===== config.mk =====
export PLATFORM = sky130hd
export DESIGN_NAME = bus_watchdog
export DESIGN_NICKNAME = d
export VERILOG_FILES = /design/src/rtl/wdg_pkg.sv /design/src/rtl/wdg_bus_cond.sv /design/src/rtl/wdg_standby.sv /design/src/rtl/wdg_timer.sv /design/src/rtl/bus_watchdog.sv
export SDC_FILE = /design/constraint.sdc
export NUM_CORES = 1
export LEC_CHECK = 0
export BUFFER_PORTS_ARGS = -buffer_cell sky130_fd_sc_hd__buf_2
export CAP_MARGIN = 20
export CORE_MARGIN = 5
export CORE_UTILIZATION = 65
export CTS_BUF_LIST = sky130_fd_sc_hd__clkbuf_2
export DETAILED_ROUTE_END_ITERATION = 12
export PLACE_DENSITY = 0.95
export SLEW_MARGIN = 40
export SYNTH_ARGS = -nofsm -noshare
export SYNTH_HDL_FRONTEND = slang
export SYNTH_SLANG_ARGS = --single-unit

===== constraint.sdc =====
create_clock -name clk -period 4.5 [get_ports clk]
set_input_delay 1.35 -clock clk [delete_from_list [all_inputs] [get_ports clk]]
set_output_delay 1.35 -clock clk [all_outputs]
set_load 0.1 [all_outputs]

===== src/rtl/wdg_pkg.sv =====
package wdg_pkg;

    typedef enum logic [1:0] {
        SEL_LONG  = 2'b00,
        SEL_MID   = 2'b01,
        SEL_SHORT = 2'b10,
        SEL_OFF   = 2'b11
    } wd_sel_e;

    typedef enum logic [1:0] {
        ST_OFF   = 2'b00,
        ST_RUN   = 2'b01,
        ST_PULSE = 2'b10
    } wd_state_e;

    typedef struct packed {
        logic start;
        logic stop;
    } bus_cond_t;

endpackage


===== src/rtl/wdg_bus_cond.sv =====
module wdg_bus_cond
    import wdg_pkg::*;
(
    input  logic      clk,
    input  logic      rst,
    input  logic      scl_i,
    input  logic      sda_i,
    output bus_cond_t cond_o
);

    logic scl_q;
    logic sda_q;

    always_ff @(posedge clk) begin
        if (rst) begin
            scl_q <= 1'b1;
            sda_q <= 1'b1;
        end else begin
            scl_q <= scl_i;
            sda_q <= sda_i;
        end
    end

    // Conditions only while the clock line is high on both samples
    always_comb begin
        cond_o.start = scl_q && scl_i && sda_q && !sda_i;
        cond_o.stop  = scl_q && scl_i && !sda_q && sda_i;
    end


    no_cond_low_chk: assert property (@(posedge clk) disable iff (rst)
        !scl_i |-> (cond_o == '0));

endmodule


===== src/rtl/wdg_standby.sv =====
module wdg_standby
    import wdg_pkg::*;
(
    input  logic      clk,
    input  logic      rst,
    input  bus_cond_t cond_i,
    input  logic      block_i,
    output logic      standby_o
);

    logic busy_q;

    always_ff @(posedge clk) begin
        if (rst) begin
            busy_q <= 1'b0;
        end else if (cond_i.stop) begin
            busy_q <= 1'b0;
        end else if (cond_i.start && !block_i) begin
            busy_q <= 1'b1;
        end
    end

    assign standby_o = !busy_q;


    sb_start_chk: assert property (@(posedge clk) disable iff (rst)
        (cond_i.start && !block_i) |=> !standby_o);


    sb_stop_chk: assert property (@(posedge clk) disable iff (rst)
        cond_i.stop |=> standby_o);


    sb_block_chk: assert property (@(posedge clk) disable iff (rst)
        (block_i && standby_o) |=> standby_o);

endmodule


===== src/rtl/wdg_timer.sv =====
module wdg_timer
    import wdg_pkg::*;
#(
    parameter int unsigned P_LONG    = 1400,
    parameter int unsigned P_MID     = 600,
    parameter int unsigned P_SHORT   = 200,
    parameter int unsigned PULSE_LEN = 250
) (
    input  logic    clk,
    input  logic    rst,
    input  wd_sel_e sel_i,
    input  logic    tick_i,
    input  logic    start_i,
    input  logic    hold_i,
    output logic    rst_req_o
);

    localparam int unsigned CW = $clog2(P_LONG + 1);
    localparam int unsigned PW = $clog2(PULSE_LEN + 1);

    wd_state_e     state;
    wd_sel_e       sel_q;
    logic [CW-1:0] cnt;
    logic [PW-1:0] pcnt;
    logic          sel_chg;

    function automatic logic [CW-1:0] load_val(wd_sel_e s);
        case (s)
            SEL_LONG:  return CW'(P_LONG);
            SEL_MID:   return CW'(P_MID);
            SEL_SHORT: return CW'(P_SHORT);
            default:   return '0;
        endcase
    endfunction

    assign sel_chg = (sel_i != sel_q);

    always_ff @(posedge clk) begin
        if (rst || sel_chg) begin
            sel_q <= sel_i;
            pcnt  <= '0;
            cnt   <= load_val(sel_i);
            state <= (sel_i == SEL_OFF) ? ST_OFF : ST_RUN;
        end else begin
            case (state)
                ST_RUN: begin
                    if (start_i && !hold_i) begin
                        cnt <= load_val(sel_q);
                    end else if (tick_i) begin
                        if (cnt <= CW'(1)) begin
                            state <= ST_PULSE;
                            pcnt  <= PW'(PULSE_LEN);
                            cnt   <= '0;
                        end else begin
                            cnt <= cnt - CW'(1);
                        end
                    end
                end
                ST_PULSE: begin
                    if (pcnt <= PW'(1)) begin
                        state <= ST_RUN;
                        pcnt  <= '0;
                        cnt   <= load_val(sel_q);
                    end else begin
                        pcnt <= pcnt - PW'(1);
                    end
                end
                default: begin
                    cnt <= '0;
                end
            endcase
        end
    end

    assign rst_req_o = (state == ST_PULSE);


    reload_chk: assert property (@(posedge clk) disable iff (rst)
        (state == ST_RUN && !sel_chg && start_i && !hold_i) |=>
            (cnt == load_val(sel_q) && !rst_req_o));


    expire_chk: assert property (@(posedge clk) disable iff (rst)
        (state == ST_RUN && !sel_chg && tick_i && !start_i && cnt == CW'(1)) |=>
            rst_req_o);


    off_quiet_chk: assert property (@(posedge clk) disable iff (rst)
        (sel_q == SEL_OFF && !sel_chg) |=> (!rst_req_o && cnt == '0));


    pulse_hold_chk: assert property (@(posedge clk) disable iff (rst)
        (state == ST_PULSE && !sel_chg && pcnt > PW'(1)) |=>
            (rst_req_o && pcnt == $past(pcnt) - PW'(1)));


    selchg_chk: assert property (@(posedge clk) disable iff (rst)
        (sel_chg && sel_i != SEL_OFF) |=>
            (state == ST_RUN && cnt == load_val(sel_q)));

endmodule


===== src/rtl/bus_watchdog.sv =====
module bus_watchdog
    import wdg_pkg::*;
#(
    parameter int unsigned P_LONG    = 1400,
    parameter int unsigned P_MID     = 600,
    parameter int unsigned P_SHORT   = 200,
    parameter int unsigned PULSE_LEN = 250
) (
    input  logic       clk,
    input  logic       rst,
    input  logic       scl_i,
    input  logic       sda_i,
    input  logic [1:0] wd_sel_i,
    input  logic       tick_i,
    input  logic       sup_reset_i,
    output logic       wd_rst_o,
    output logic       standby_o
);

    bus_cond_t cond;
    wd_sel_e   sel;
    logic      rst_req;

    assign sel = wd_sel_e'(wd_sel_i);

    wdg_bus_cond u_cond (
        .clk    (clk),
        .rst    (rst),
        .scl_i  (scl_i),
        .sda_i  (sda_i),
        .cond_o (cond)
    );

    wdg_timer #(
        .P_LONG    (P_LONG),
        .P_MID     (P_MID),
        .P_SHORT   (P_SHORT),
        .PULSE_LEN (PULSE_LEN)
    ) u_timer (
        .clk       (clk),
        .rst       (rst),
        .sel_i     (sel),
        .tick_i    (tick_i),
        .start_i   (cond.start),
        .hold_i    (sup_reset_i),
        .rst_req_o (rst_req)
    );

    wdg_standby u_standby (
        .clk       (clk),
        .rst       (rst),
        .cond_i    (cond),
        .block_i   (rst_req || sup_reset_i),
        .standby_o (standby_o)
    );

    assign wd_rst_o = rst_req;


    pulse_start_chk: assert property (@(posedge clk) disable iff (rst)
        $rose(wd_rst_o) |-> $past(tick_i));

endmodule


==> results.ini, run 1 <==
[status]
outcome = complete, no violations

[power_and_ir_drop]
power_w = 0.000553
peakVddDrop_v = 0.000221
p_leak_nw = 0.647
power.density_mw_per_mm2 = 335

[global_route]
grt_max_degree = 25
track_usage = 0.201
grt_pass1_vias = 1203
grt_overflow = 0
grt_pass1_wl_mm = 5.44
antenna_found_initial = 0

[clock_network]
cts_tree = yes
postCtsSetupRepairBufs = 0
numCtsBuffers = 3
clk_latency_ns = 0.34
clk_path_buf_depth = 2
ctsHoldBuffers = 0
cts.repair.resized = 0
path_clk_slew_ns = 0.22
clock-root-buffer = clkbuf_2
numClockSinks = 26
htreeDepth = 1

[layout]
drive_above_1_share = 0.103
nets = 199
num_antenna_cells = 0
layout_common_cells = nor2_1, nand2_1, edfxtp_1
syn2layout_area_growth_pct = 4.19
layout_commonest_cell = nor2_1

[synth]
synth_nets = 192
synth-seq-area-share = 0.424
synth_cells = 178
yosysTopAreaCellShare = 0.285
synth-main-ff-cell = edfxtp_1
asyncSetResetFlopFracSynth = 0
netlist-cell-type-count = 40
synth.largest_area_cell = edfxtp_1
ys_warn_count = 0
synth_edf_count = 15
synth_area_leaders = edfxtp_1, dfxtp_1, nor2_1
postSynthAreaPerCell_um2 = 8.89
synth-seq-cells = 26
synthesis.area_mm2 = 0.00158

[floorplan]
die_h_um = 59.3
dieArea_mm2 = 0.00352
chipWidth_um = 59.3
rows = 17
core_region_area_mm2 = 0.00228
design.portCount = 10
initial_utilization = 0.695

[timing]
fmax_ghz = 0.321
setup_viol = 0
min_period_over_period = 0.692
worst_pin_slew_ns = 0.768
report.final.slew_viol_count = 0
layout_min_cycle_time_ns = 3.11
hold_violations = 0
setup_tns_ns = 0
grt_setup_unrepaired = no
fin_skew_ns = 0.00653
slew_headroom = 0.488

[route]
drc = 0
routedWlPerCell_um = 14.7
drtIter0Drc = 112
routed_wl_mm = 3.11
vias = 1343
firstDrtPassIters = 5
antenna_left = 0
drt-vias-per-instance = 6.33

[worst_setup_path]
arrival_ns = 1.76
path_max_fanout = 12
r2r-end = u_timer.pcnt[2]
path_class = flop to output port
required_ns = 3.15
path_cells = inv_1, ha_1, buf_2
crit_path_start = u_timer.state[0]
worstRegToRegCells = 5
critPathLaunchType = flop
max_stage_delay_ns = 0.51
rrSetupSlack_ns = 2.17
cp-end-kind = output port
cp_slowest_cell = buf_2
endpoint = wd_rst_o
regToRegStartpoint = u_timer.cnt[5]

[min_path]
min_path_type = flop to flop

[flow_run]
maxCapViolCount = 0

[place]
gp_congestion = 0.908
numPortBuffers = 9
dp_hpwl_mm = 2.34

cells in the mapped netlist (all sizes together) (3+ instances only):
cell type / n
xor2: 5
xnor2: 5
o41ai: 3
a31oi: 4
edfxtp: 15
or3: 5
inv: 10
or4: 3
o31ai: 6
nand2: 15
a21oi: 11
o21ai: 11
nor3: 5
nor2: 29
dfxtp: 11
clkbuf: 6
ha: 6
nor3b: 3
area by class of cell:
type | count | area [µm²]
clock buffer | 4 | 20.0
fill | 174 | 627
inverter | 10 | 37.5
multi-input combinational | 135 | 841
sequential | 26 | 671
tap | 28 | 35.0
timing repair buffer | 9 | 45.0
critical path, delay by kind of cell (launching register included):
kind,cells,cell delay [ns]
adders and majority gates,1,0.40
buffers and inverters,2,0.59
DFF,1,0.45
state kept, by name (all words and copies together) (netlist names):
signal,count
u_timer.cnt,11
u_standby.busy_q,1
u_cond.sda_q,1
u_timer.state,2
u_timer.pcnt,8
u_timer.sel_q,2
u_cond.scl_q,1
layer usage:
| metal | global-route usage | share of wire |
|---|---|---|
| met5 | 0 | 0 |
| met2 | 0.334 | 0.49 |
| met4 | 0.0583 | 0.015 |
| met1 | 0.270 | 0.43 |
| met3 | 0.0305 | 0.068 |
power breakdown:
part | internal (W) | switching (W)
combinational | 0.0000619 | 0.000104
clock | 0.0000235 | 0.0000636
sequential | 0.000277 | 0.0000236
total | 0.000362 | 0.000191
metrics by stage:
step | util | instance area, µm² | hold slack [ns] | std cells | setup WS [ns]
2_1_floorplan | - | 1580 | 0.451 | 178 | 1.68
3_3_place_gp | 0.716 | 1630 | 0.467 | 208 | 1.42
3_5_place_dp | 0.716 | 1630 | 0.469 | 208 | 1.35
4_1_cts | 0.725 | 1650 | 0.493 | 212 | 1.39
5_1_grt | 0.725 | 1650 | 0.530 | 212 | 1.26
6_report | 0.725 | 1650 | 0.500 | 212 | 1.39
worst min path at each step:
stage / startpoint / end / slack (ns) / cells after the start
2_1_floorplan: u_timer.pcnt[6] / u_timer.pcnt[6] / 0.45 / 2
3_3_place_gp: u_timer.pcnt[6] / u_timer.pcnt[6] / 0.47 / 2
3_5_place_dp: u_timer.pcnt[6] / u_timer.pcnt[6] / 0.47 / 2
4_1_cts: u_timer.pcnt[6] / u_timer.pcnt[6] / 0.49 / 2
5_1_grt: u_timer.pcnt[6] / u_timer.pcnt[6] / 0.53 / 2
6_report: u_timer.pcnt[6] / u_timer.pcnt[6] / 0.50 / 2
cells by family after synthesis:
kind of cell,synth area share
buf+inv,0.0451
xor+xnor,0.0553
flops,0.424
simple gates,0.232
compound gates,0.196
fa+ha+maj,0.0474
No activity file was read; power rests on OpenSTA's default activity.
==> run 2: changes to the inputs <==
--- a/config.mk
+++ b/config.mk
@@ -8,10 +8,10 @@
 export BUFFER_PORTS_ARGS = -buffer_cell sky130_fd_sc_hd__buf_2
 export CAP_MARGIN = 20
 export CORE_MARGIN = 5
-export CORE_UTILIZATION = 65
+export CORE_UTILIZATION = 62
 export CTS_BUF_LIST = sky130_fd_sc_hd__clkbuf_2
 export DETAILED_ROUTE_END_ITERATION = 12
-export PLACE_DENSITY = 0.95
+export PLACE_DENSITY = 0.91
 export SLEW_MARGIN = 40
 export SYNTH_ARGS = -nofsm -noshare
 export SYNTH_HDL_FRONTEND = slang
==> constraint.sdc (replaced) <==
create_clock -name clk -period 3.2 [get_ports clk]
set_input_delay 0.96 -clock clk [delete_from_list [all_inputs] [get_ports clk]]
set_output_delay 0.96 -clock clk [all_outputs]
set_load 0.1 [all_outputs]
==> run 2 against run 1 <==
Effect of this change:
- design area up 0.53%
- critical path type unchanged
- combinational power up 43%
- non-clock buffer count up 1
- largest power group unchanged
- worst hold slack worse by 0.00077 ns
- via count up 0.74%
- count of clock-buffer cells in the layout down 1
- routed wire length up 2.4%
==> results.ini, run 2 (same netlist as run 1, synthesis figures left out) <==
[floorplan]
chipWidth_um = 60.5  ; +2.0%
rows = 18  ; +1
dieArea_mm2 = 0.00366  ; +4.0%
initial_utilization = 0.645  ; -0.0507
design.portCount = 10  ; unchanged
die_h_um = 60.5  ; +2.0%
core_region_area_mm2 = 0.00245  ; +7.9%

[route]
drc = 0  ; unchanged
firstDrtPassIters = 4  ; -1
routedWlPerCell_um = 14.8  ; +0.95%
drt-vias-per-instance = 6.29  ; -0.66%
drtIter0Drc = 115  ; +2.7%
antenna_left = 0  ; unchanged
vias = 1353  ; +0.74%
routed_wl_mm = 3.18  ; +2.4%

[power_and_ir_drop]
power.density_mw_per_mm2 = 470  ; +40%
peakVddDrop_v = 0.000335  ; +51%
p_leak_nw = 0.648  ; +0.27%

[timing]
hold_violations = 0  ; unchanged
fin_skew_ns = 0.0148  ; +0.00825 ns
setup_viol = 0  ; unchanged
holdWs_ns = 0.500  ; -0.000771 ns
grt_setup_unrepaired = no
slew_headroom = 0.511  ; +0.0235
setup_tns_ns = 0  ; unchanged
layout_min_cycle_time_ns = 2.77
min_period_over_period = 0.866
report.final.slew_viol_count = 0  ; unchanged
worst_pin_slew_ns = 0.731  ; -0.0375 ns
fmax_ghz = 0.361

[layout]
final_area_mm2 = 0.00166  ; +0.53%
layout_common_cells = nor2_1, nand2_1, edfxtp_1
nets = 200  ; +0.50%
largest_reg_flops = 11  ; unchanged
regMostFlops = u_timer.cnt
num_antenna_cells = 0  ; unchanged
reg_top3 = u_timer.cnt: 11 flops, u_timer.pcnt: 8 flops
utilization = 0.675  ; -0.0492
layout_commonest_cell = nor2_1
drive_above_1_share = 0.103  ; -0.000558
syn2layout_area_growth_pct = 4.74

[worst_setup_path]
cp-end-kind = output port
crit_path_start = u_timer.state[0]
arrival_ns = 1.81  ; +0.05 ns
critPathLaunchType = flop
path_max_fanout = 12  ; unchanged
path_class = flop to output port
required_ns = 2.24  ; -0.91 ns
regToRegStartpoint = u_timer.cnt[5]

[place]
dp_hpwl_mm = 2.37  ; +1.3%
dpl_cell_area_mm2 = 0.00164  ; +0.61%
numPortBuffers = 9  ; unchanged
gp_congestion = 0.869  ; -4.3%

[global_route]
track_usage = 0.190  ; -0.0111
antenna_found_initial = 0  ; unchanged
grt_pass1_vias = 1233  ; +2.5%
grt_overflow = 0  ; unchanged
grt_max_degree = 15  ; -40%
grt_pass1_wl_mm = 5.29  ; -2.7%

[clock_network]
clock-root-buffer = clkbuf_2
clk_latency_ns = 0.35  ; about the same
numClockSinks = 26  ; unchanged
ctsHoldBuffers = 0  ; unchanged
numCtsBuffers = 3  ; unchanged
clk_path_buf_depth = 2  ; unchanged
cts_tree = yes
cts.repair.resized = 0  ; unchanged
htreeDepth = 1  ; unchanged
path_clk_slew_ns = 0.23  ; about the same
postCtsSetupRepairBufs = 0  ; unchanged

[flow_run]
maxCapViolCount = 0  ; unchanged

[min_path]
min_path_type = flop to flop
hold_start = u_timer.pcnt[6]

[status]
outcome = complete, no violations

[run 2: cell types whose count changed in the layout (fill, tap and decap cells not counted)]
cell and change:
clkbuf_2 -1, buf_4 +1, clkinv_1 +1
[run 2: metal layers]
layer	vias up	routed length, µm	GRT usage
met5	-	0	0
met4	0	76	0.0712
met3	13	156	0.0255
met2	54	1540	0.329
met1	625	1400	0.243
li1	661	-	-
[run 2: cell type report]
cell class / count / area [µm²]
tap: 30 / 37.5
sequential: 26 / 671
clock inverter: 1 / 3.75
clock buffer: 3 / 15.0
fill: 201 / 797
inverter: 10 / 37.5
multi-input combinational: 135 / 841
timing repair buffer: 10 / 52.6
[run 2: through the flow]
stage	total power, W	setup slack (ns)	instances
finish	0.000779	0.430	215
global route	0.000826	0.342	215
CTS	0.000776	0.471	215
detailed placement	0.000660	0.555	211
global placement	0.000649	0.603	211
floorplan	0.000612	0.767	178
[run 2: final timing paths]
check | to | slack (ns) | depth (start not counted)
worst min-delay path | u_timer.pcnt[6] | 0.50 | 2
worst max-delay path | wd_rst_o | 0.43 | 3
worst min register to register | u_timer.pcnt[6] | 0.50 | 2
worst max register to register | u_timer.state[1] | 0.84 | 4
[run 2: critical path, stage by stage, from the launching register on]
cell and delay (ns):
edfxtp_1 0.45, inv_1 0.09, ha_1 0.41, buf_2 0.51
[run 2: report_power, final]
part           total (W)  switching, W  leakage [nW]  internal [W]
combinational   0.000238      0.000150         0.379     0.0000880
sequential      0.000422     0.0000325         0.256      0.000389
clock           0.000120     0.0000924        0.0140     0.0000271
